File: src/rtl/eprom_boot_pkg.sv
`timescale 1ns/1ps
// Shared constants and the sequencer state type for the byte-wide boot loader.
package eprom_boot_pkg;
    localparam int BOOT_PAGE_W      = 3;
    localparam int BOOT_OFF_W       = 13;
    localparam int BOOT_BYTE_W      = 8;
    localparam int BOOT_INSTR_BYTES = 3;
    localparam int BOOT_PM_AW       = 11;
    localparam int BOOT_WAIT_W      = 3;
    localparam int BOOT_MAX_INSTR   = 2048;
    localparam int BOOT_LEN_LOG2    = 3;   // instructions per length unit = 2**3

    typedef enum logic [1:0] {
        ST_IDLE = 2'd0,
        ST_READ = 2'd1,
        ST_GAP  = 2'd2,
        ST_DONE = 2'd3
    } boot_state_t;
endpackage

File: src/rtl/boot_rd_timer.sv
`timescale 1ns/1ps
// Read strobe timer. It counts the cycles of one read access and flags the
// cycle in which the data byte is sampled.
// Assumes: run stays high for one whole access. limit must not change while
// run is high.
module boot_rd_timer #(
    parameter int WAIT_W = 3
) (
    input  logic              clk,
    input  logic              rst_n,
    input  logic              run,
    input  logic [WAIT_W-1:0] limit,
    output logic              last
);
    logic [WAIT_W-1:0] cnt_q;

    assign last = run && (cnt_q == limit);

    // Count the strobe cycles; clear between accesses.
    always_ff @(posedge clk) begin
        if (!rst_n || !run) begin
            cnt_q <= '0;
        end else if (!last) begin
            cnt_q <= cnt_q + 1'b1;
        end
    end

    p_count_in_window_r7: assert property (@(posedge clk) disable iff (!rst_n)
        run |-> (cnt_q <= limit));
endmodule

File: src/rtl/boot_packer.sv
`timescale 1ns/1ps
// Instruction packer. It shifts bytes in with the first byte ending up in the
// most significant position, and flags the shift that completes a word.
// Assumes: a load always ends on a full word, so the lane index is 0 at each
// start.
module boot_packer #(
    parameter int BYTE_W      = 8,
    parameter int INSTR_BYTES = 3
) (
    input  logic                          clk,
    input  logic                          rst_n,
    input  logic                          shift_en,
    input  logic [BYTE_W-1:0]             din,
    output logic [BYTE_W*INSTR_BYTES-1:0] word,
    output logic                          word_full
);
    localparam int WORD_W = BYTE_W * INSTR_BYTES;
    localparam int IDX_W  = (INSTR_BYTES > 1) ? $clog2(INSTR_BYTES) : 1;
    localparam logic [IDX_W-1:0] IDX_LAST = IDX_W'(INSTR_BYTES - 1);

    logic [IDX_W-1:0] idx_q;

    assign word_full = shift_en && (idx_q == IDX_LAST);

    // Track which byte lane the next byte fills.
    always_ff @(posedge clk) begin
        if (!rst_n) begin
            idx_q <= '0;
        end else if (shift_en) begin
            idx_q <= (idx_q == IDX_LAST) ? '0 : idx_q + 1'b1;
        end
    end

    // Shift the new byte into the low end of the word.
    generate
        if (INSTR_BYTES > 1) begin : g_multi
            always_ff @(posedge clk) begin
                if (!rst_n) begin
                    word <= '0;
                end else if (shift_en) begin
                    word <= {word[WORD_W-BYTE_W-1:0], din};
                end
            end
        end else begin : g_single
            always_ff @(posedge clk) begin
                if (!rst_n) begin
                    word <= '0;
                end else if (shift_en) begin
                    word <= din;
                end
            end
        end
    endgenerate

    p_lane_in_range_r5: assert property (@(posedge clk) disable iff (!rst_n)
        idx_q <= IDX_LAST);
endmodule

File: src/rtl/boot_ctrl.sv
`timescale 1ns/1ps
// Boot sequencer. It starts a load from the straps after reset or from a
// software trigger. It reads the length byte, then steps through the page
// in a stride of four, skipping the filler bytes, and writes each finished
// instruction in the strobe-high cycle that follows its last byte.
// Assumes: the stride is four bytes, so filler offsets have low bits 00.
module boot_ctrl
    import eprom_boot_pkg::*;
#(
    parameter int PAGE_W    = 3,
    parameter int OFF_W     = 13,
    parameter int BYTE_W    = 8,
    parameter int PM_AW     = 11,
    parameter int WAIT_W    = 3,
    parameter int MAX_INSTR = 2048,
    parameter int LEN_LOG2  = 3
) (
    input  logic                     clk,
    input  logic                     rst_n,
    input  logic                     strap_a,
    input  logic                     strap_b,
    input  logic                     sw_start,
    input  logic [PAGE_W-1:0]        page_sel,
    input  logic [WAIT_W-1:0]        wait_cfg,
    input  logic [BYTE_W-1:0]        rd_data,
    input  logic                     rd_last,
    input  logic                     word_full,
    output logic                     run_read,
    output logic [WAIT_W-1:0]        wait_lim,
    output logic                     shift_en,
    output logic [PAGE_W+OFF_W-1:0]  mem_addr,
    output logic                     mem_rd_n,
    output logic                     mem_addr_en,
    output logic                     pm_we,
    output logic [PM_AW-1:0]         pm_addr,
    output logic                     busy,
    output logic                     done
);
    localparam int CNT_W = PM_AW + 1;
    localparam int CALC_W = CNT_W + 1;

    boot_state_t       state_q;
    logic              armed_q;
    logic              len_phase_q;
    logic              wr_due_q;
    logic [PAGE_W-1:0] page_q;
    logic [OFF_W-1:0]  off_q;
    logic [CNT_W-1:0]  instr_q;
    logic [CNT_W-1:0]  total_q;
    logic [CALC_W-1:0] total_calc;
    logic [CNT_W-1:0]  total_d;
    logic              start_req;

    // Turn the length byte into an instruction count, capped at MAX_INSTR.
    always_comb begin
        total_calc = (CALC_W'(rd_data) + 1'b1) << LEN_LOG2;
        total_d    = (total_calc > CALC_W'(MAX_INSTR)) ? CNT_W'(MAX_INSTR)
                                                      : total_calc[CNT_W-1:0];
    end

    assign start_req = (armed_q && !strap_a && !strap_b) || sw_start;

    // Sequence the reads, byte packing and writes of one load.
    always_ff @(posedge clk) begin
        if (!rst_n) begin
            state_q     <= ST_IDLE;
            armed_q     <= 1'b1;
            len_phase_q <= 1'b0;
            wr_due_q    <= 1'b0;
            page_q      <= '0;
            wait_lim    <= '0;
            off_q       <= '0;
            instr_q     <= '0;
            total_q     <= '0;
        end else begin
            armed_q <= 1'b0;
            case (state_q)
                ST_IDLE: begin
                    if (start_req) begin
                        page_q      <= page_sel;
                        wait_lim    <= wait_cfg;
                        off_q       <= '0;
                        instr_q     <= '0;
                        len_phase_q <= 1'b1;
                        wr_due_q    <= 1'b0;
                        state_q     <= ST_READ;
                    end
                end
                ST_READ: begin
                    if (rd_last) begin
                        if (len_phase_q) begin
                            total_q <= total_d;
                        end
                        wr_due_q <= !len_phase_q && word_full;
                        state_q  <= ST_GAP;
                    end
                end
                ST_GAP: begin
                    len_phase_q <= 1'b0;
                    wr_due_q    <= 1'b0;
                    off_q       <= off_q + ((off_q[1:0] == 2'd3) ? OFF_W'(2) : OFF_W'(1));
                    if (wr_due_q) begin
                        instr_q <= instr_q + 1'b1;
                    end
                    state_q <= (wr_due_q && (instr_q == total_q - 1'b1)) ? ST_DONE : ST_READ;
                end
                default: begin
                    state_q <= ST_IDLE;
                end
            endcase
        end
    end

    assign run_read    = (state_q == ST_READ);
    assign shift_en    = run_read && rd_last && !len_phase_q;
    assign mem_rd_n    = !run_read;
    assign mem_addr_en = run_read;
    assign mem_addr    = run_read ? {page_q, off_q} : '0;
    assign pm_we       = (state_q == ST_GAP) && wr_due_q;
    assign pm_addr     = instr_q[PM_AW-1:0];
    assign busy        = (state_q != ST_IDLE);
    assign done        = (state_q == ST_DONE);

    p_addr_steady_r7: assert property (@(posedge clk) disable iff (!rst_n)
        (!mem_rd_n && $past(!mem_rd_n)) |-> $stable(mem_addr));
    p_no_filler_r5: assert property (@(posedge clk) disable iff (!rst_n)
        (!mem_rd_n && !len_phase_q) |-> (mem_addr[1:0] != 2'd0));
    p_write_bus_quiet_r8: assert property (@(posedge clk) disable iff (!rst_n)
        pm_we |-> mem_rd_n);
    p_write_in_range_r6: assert property (@(posedge clk) disable iff (!rst_n)
        pm_we |-> (CNT_W'(pm_addr) < total_q));
    p_done_after_write_r9: assert property (@(posedge clk) disable iff (!rst_n)
        done |-> $past(pm_we));
endmodule

File: src/rtl/eprom_boot_loader.sv
`timescale 1ns/1ps
// Byte-wide boot loader top. It ties the sequencer, the strobe timer and the
// instruction packer together.
// Assumes: mem_data is valid while the strobe is low and the address is held.
module eprom_boot_loader
    import eprom_boot_pkg::*;
#(
    parameter int PAGE_W      = BOOT_PAGE_W,
    parameter int OFF_W       = BOOT_OFF_W,
    parameter int BYTE_W      = BOOT_BYTE_W,
    parameter int INSTR_BYTES = BOOT_INSTR_BYTES,
    parameter int PM_AW       = BOOT_PM_AW,
    parameter int WAIT_W      = BOOT_WAIT_W,
    parameter int MAX_INSTR   = BOOT_MAX_INSTR,
    parameter int LEN_LOG2    = BOOT_LEN_LOG2
) (
    input  logic                          clk,
    input  logic                          rst_n,
    input  logic                          strap_a,
    input  logic                          strap_b,
    input  logic                          sw_start,
    input  logic [PAGE_W-1:0]             page_sel,
    input  logic [WAIT_W-1:0]             wait_cfg,
    input  logic [BYTE_W-1:0]             mem_data,
    output logic [PAGE_W+OFF_W-1:0]       mem_addr,
    output logic                          mem_rd_n,
    output logic                          mem_addr_en,
    output logic                          pm_we,
    output logic [PM_AW-1:0]              pm_addr,
    output logic [BYTE_W*INSTR_BYTES-1:0] pm_wdata,
    output logic                          busy,
    output logic                          done
);
    logic              run_read;
    logic              rd_last;
    logic              shift_en;
    logic              word_full;
    logic [WAIT_W-1:0] wait_lim;

    boot_ctrl #(
        .PAGE_W(PAGE_W), .OFF_W(OFF_W), .BYTE_W(BYTE_W), .PM_AW(PM_AW),
        .WAIT_W(WAIT_W), .MAX_INSTR(MAX_INSTR), .LEN_LOG2(LEN_LOG2)
    ) u_ctrl (
        .clk(clk), .rst_n(rst_n), .strap_a(strap_a), .strap_b(strap_b),
        .sw_start(sw_start), .page_sel(page_sel), .wait_cfg(wait_cfg),
        .rd_data(mem_data), .rd_last(rd_last), .word_full(word_full),
        .run_read(run_read), .wait_lim(wait_lim), .shift_en(shift_en),
        .mem_addr(mem_addr), .mem_rd_n(mem_rd_n), .mem_addr_en(mem_addr_en),
        .pm_we(pm_we), .pm_addr(pm_addr), .busy(busy), .done(done)
    );

    boot_rd_timer #(.WAIT_W(WAIT_W)) u_timer (
        .clk(clk), .rst_n(rst_n), .run(run_read), .limit(wait_lim), .last(rd_last)
    );

    boot_packer #(.BYTE_W(BYTE_W), .INSTR_BYTES(INSTR_BYTES)) u_packer (
        .clk(clk), .rst_n(rst_n), .shift_en(shift_en), .din(mem_data),
        .word(pm_wdata), .word_full(word_full)
    );
endmodule

File: config.mk
export PLATFORM = sky130hd
export DESIGN_NAME = eprom_boot_loader
export DESIGN_NICKNAME = d
export VERILOG_FILES = /design/src/rtl/eprom_boot_pkg.sv /design/src/rtl/boot_rd_timer.sv /design/src/rtl/boot_packer.sv /design/src/rtl/boot_ctrl.sv /design/src/rtl/eprom_boot_loader.sv
export SDC_FILE = /design/constraint.sdc
export NUM_CORES = 1
export LEC_CHECK = 0
export ABC_AREA = 1
export BUFFER_PORTS_ARGS = -buffer_cell sky130_fd_sc_hd__buf_4
export CAP_MARGIN = 20
export CORE_MARGIN = 3
export CORE_UTILIZATION = 50
export DETAILED_ROUTE_END_ITERATION = 7
export GPL_ROUTABILITY_DRIVEN = 0
export MAX_ROUTING_LAYER = met4
export PLACE_DENSITY = 0.76
export SKIP_CTS_REPAIR_TIMING = 1
export SLEW_MARGIN = 20
export SYNTH_ARGS = -nofsm -noshare
export SYNTH_HDL_FRONTEND = slang
export SYNTH_HIERARCHICAL = 1
export SYNTH_SLANG_ARGS = --single-unit
File: constraint.sdc
create_clock -name clk -period 1.8 [get_ports clk]
set_input_delay 0.36 -clock clk [delete_from_list [all_inputs] [get_ports clk]]
set_output_delay 0.36 -clock clk [all_outputs]
set_load 0.01 [all_outputs]
==> metrics.md <==
| Metric | Value |
|---|---|
| Relative slew slack | 67.17% |
| Post-synth top area share | 36.49% |
| Clock Sinks | 74 |
| Share of cells above drive strength 1 | 22.13% |
| Root buf cell | clkbuf_8 |
| Crit Path Class | reg2out |
| Yosys top cell by area | dfxtp_1 |
| RSZ-0062 raised after global routing | yes |
| CTS tree | built |
| Die width | 96.11 um |
| Peak supply drop | 0.5107 mV |
| GR Overflow Total | 0 |
| I/O pins | 75 |
| GR Util All Layers | 20.75% |
| P&R area growth vs syn | 22.71% |
| Mux contribution to synthesized area | 0% |
| Commonest non-fill, non-tap cell in the layout | nand2_1 |
| DRT iter0 DRCs | 210 |
| Commonest non-fill, non-tap cells in the layout | 135 x nand2_1, 94 x nor2_1, 79 x buf_4 |
| Largest family of logic cells by synthesized area | simple AND/OR/NAND/NOR gates |
| # H-tree levels | 3 |
| Final ANT Viol Nets | 0 |
| Largest cells by area after synthesis | dfxtp_1 36%, nand2_1 12%, nor2_1 9.7%, inv_1 6.9%, a21oi_1 4.9% |
| Critical Path RT | 1440 ps |
| Diode count | 0 |
| DR vias/cell | 4.985 |
| Syn Inst Count | 610 |
| Port Buf Inserts | 74 |
| HPWL Detailed | 6730 um |
| Hold Worst Slack | 260.7 ps |
| First-pass GRT wire length | 14940 um |
| Distinct cell type count after synthesis | 32 |
| Antenna violations before repair | 0 |
| Pleak | 2.318 nW |
| Final nets | 709 |
| Crit end category | output port |
| Cell Rows | 32 |
| Status | completed |
| Vias | 3933 |
| Startpoint type of the worst setup path | register |
| Synth warnings | 6 |
| TNS Setup | 0 ps |
| Chip Height | 96.11 um |
| DP Area | 4619 um^2 |
| Post-synthesis simple-gate area fraction | 33.41% |
| Class of the worst hold path | in2reg |
| Core box area | 7807 um^2 |
| Total of max-cap violations | 0 |
| Final setup vio count | 0 |
| Filler Cell Count | 715 |
| Final Cell Area | 4982 um^2 |
| Minimum clock period | 1787 ps |
| Routed length per placed instance | 12.13 um |
| FF+latch count, synth | 74 |
| R2r setup slk | 130 ps |
| Ys flop type | dfxtp_1 |
| Fin Clk Skew | 6.999 ps |
| Worst slack, placed | 62.67 ps |
| Tot Pwr | 3.777 mW |
| Clk pin slew, worst setup/hold paths | 80 ps |
| Largest fanout on the critical path | 10 |
| Max-slew violation count | 0 |
| Max frequency | 559.4 MHz |
| Inserted Clock Buffers | 9 |
| Syn nets | 637 |
| Largest net degree at the start of global routing | 36 |
| Final count of hold timing violations | 0 |
| DRC | 0 |
| Compound-cell area share of the yosys netlist | 12.27% |
| Worst-skew pair later-pin latency | 350 ps |
| Drt pass-1 iters | 4 |
| Routed wire length | 9573 um |
| XOR/XNOR share of the synthesized area | 1.726% |
| Die ar. | 9237 um^2 |
| Adder-cell share of the synthesized area | 2.465% |
| Final period util | 99.31% |
| Synth Cell Area | 4060 um^2 |
| Initial cell density of the core | 52.00% |
| Slew @ Worst Pin | 491.3 ps |
| EDFF count, synth | 0 |
| WP data arrival | 1430 ps |
| Mean Syn Cell Area | 6.656 um^2 |
| Worst Slack Setup Final | 12.50 ps |
| Longest Clk Path Bufs | 2 |
| PwrDens | 758.0 nW/um^2 |
| Ys async rst share | 0% |
| Register area share after synthesis | 36.49% |
| Vias in the first global route | 3450 |
-- through the flow --
step,utilization (%),cells
after floorplan,-,610
after global placement,59.17,766
after detailed placement,59.17,766
after CTS,61.36,782
after global routing,63.81,789
final,63.81,789
-- worst max-delay path, stage by stage (launching register included) --
cell	delay (ps)
dfxtp_2	360
inv_4	50
nor2_4	110
buf_6	140
inv_8	50
buf_12	140
nor2_2	100
buf_4	130
-- sequential cells by signal, indices dropped and copies added (netlist names) --
| register | count |
|---|---|
| u_ctrl/armed_q | 1 |
| u_ctrl/off_q | 13 |
| u_timer/cnt_q | 3 |
| u_packer/idx_q | 2 |
| u_ctrl/state_q | 2 |
| u_ctrl/total_q | 9 |
| u_ctrl/wait_lim | 3 |
| u_ctrl/page_q | 3 |
| u_packer/word | 24 |
| u_ctrl/wr_due_q | 1 |
| u_ctrl/len_phase_q | 1 |
| u_ctrl/instr_q | 12 |
-- Yosys cell counts (5+ instances only) --
| cell | instances |
|---|---|
| nand4_1 | 11 |
| o21ai_1 | 14 |
| nand2_1 | 135 |
| nor2_1 | 105 |
| nor3_1 | 6 |
| inv_2 | 5 |
| dfxtp_1 | 74 |
| ha_1 | 8 |
| nor2_2 | 7 |
| inv_1 | 75 |
| a21oi_1 | 40 |
| nand2_2 | 5 |
| buf_4 | 13 |
| buf_2 | 5 |
| o21ai_0 | 34 |
| nand3_1 | 37 |
-- where the power goes --
group	switching [mW]	total, mW	internal (mW)
combinational	0.484	0.832	0.348
sequential	0.0732	1.80	1.73
clock	0.645	1.14	0.500
total	1.20	3.78	2.57
-- kinds of logic (layout without fill, tap and decap cells) --
family	after synthesis	count (layout)
xor gates and xnor gates	8	8
and+or+nand+nor	315	315
AOI/OAI and AO/OA	94	94
DFF	74	74
buffers and inverters	111	188
adders and majority gates	8	8
-- per-layer routing --
metal	part of all wire, %	track usage (%)	vias to the layer above	wire [um]
li1	-	-	2053	-
met1	46	25.25	1767	4414
met2	48	34.10	95	4556
met3	4.7	3.675	18	446
met4	1.6	8.057	0	155
met5	0	-	-	0
-- layout make-up --
| class | count | area [um^2] | area share (%) |
|---|---|---|---|
| clock inverter | 6 | 43.79 | 0.8790 |
| clock buffer | 10 | 127.6 | 2.562 |
| inverter | 81 | 321.6 | 6.454 |
| multi-input combinational | 425 | 2098 | 42.11 |
| sequential | 74 | 1486 | 29.83 |
| timing repair buffer | 91 | 777.0 | 15.60 |
| tap | 102 | 127.6 | 2.562 |
-- worst paths after layout --
kind                                  start                       endpoint  cells past startpoint
min                             mem_data[0]  u_packer/word[0]$_SDFFE_PN0P_                      3
min reg2reg   u_ctrl/page_q[2]$_SDFFE_PN0P_  u_ctrl/page_q[2]$_SDFFE_PN0P_                      2
max reg2reg  u_ctrl/state_q[0]$_SDFFE_PN0P_  u_packer/word[4]$_SDFFE_PN0P_                     12
max          u_ctrl/state_q[0]$_SDFFE_PN0P_                    mem_addr[7]                      7
Power figures use the tool's default switching activity.
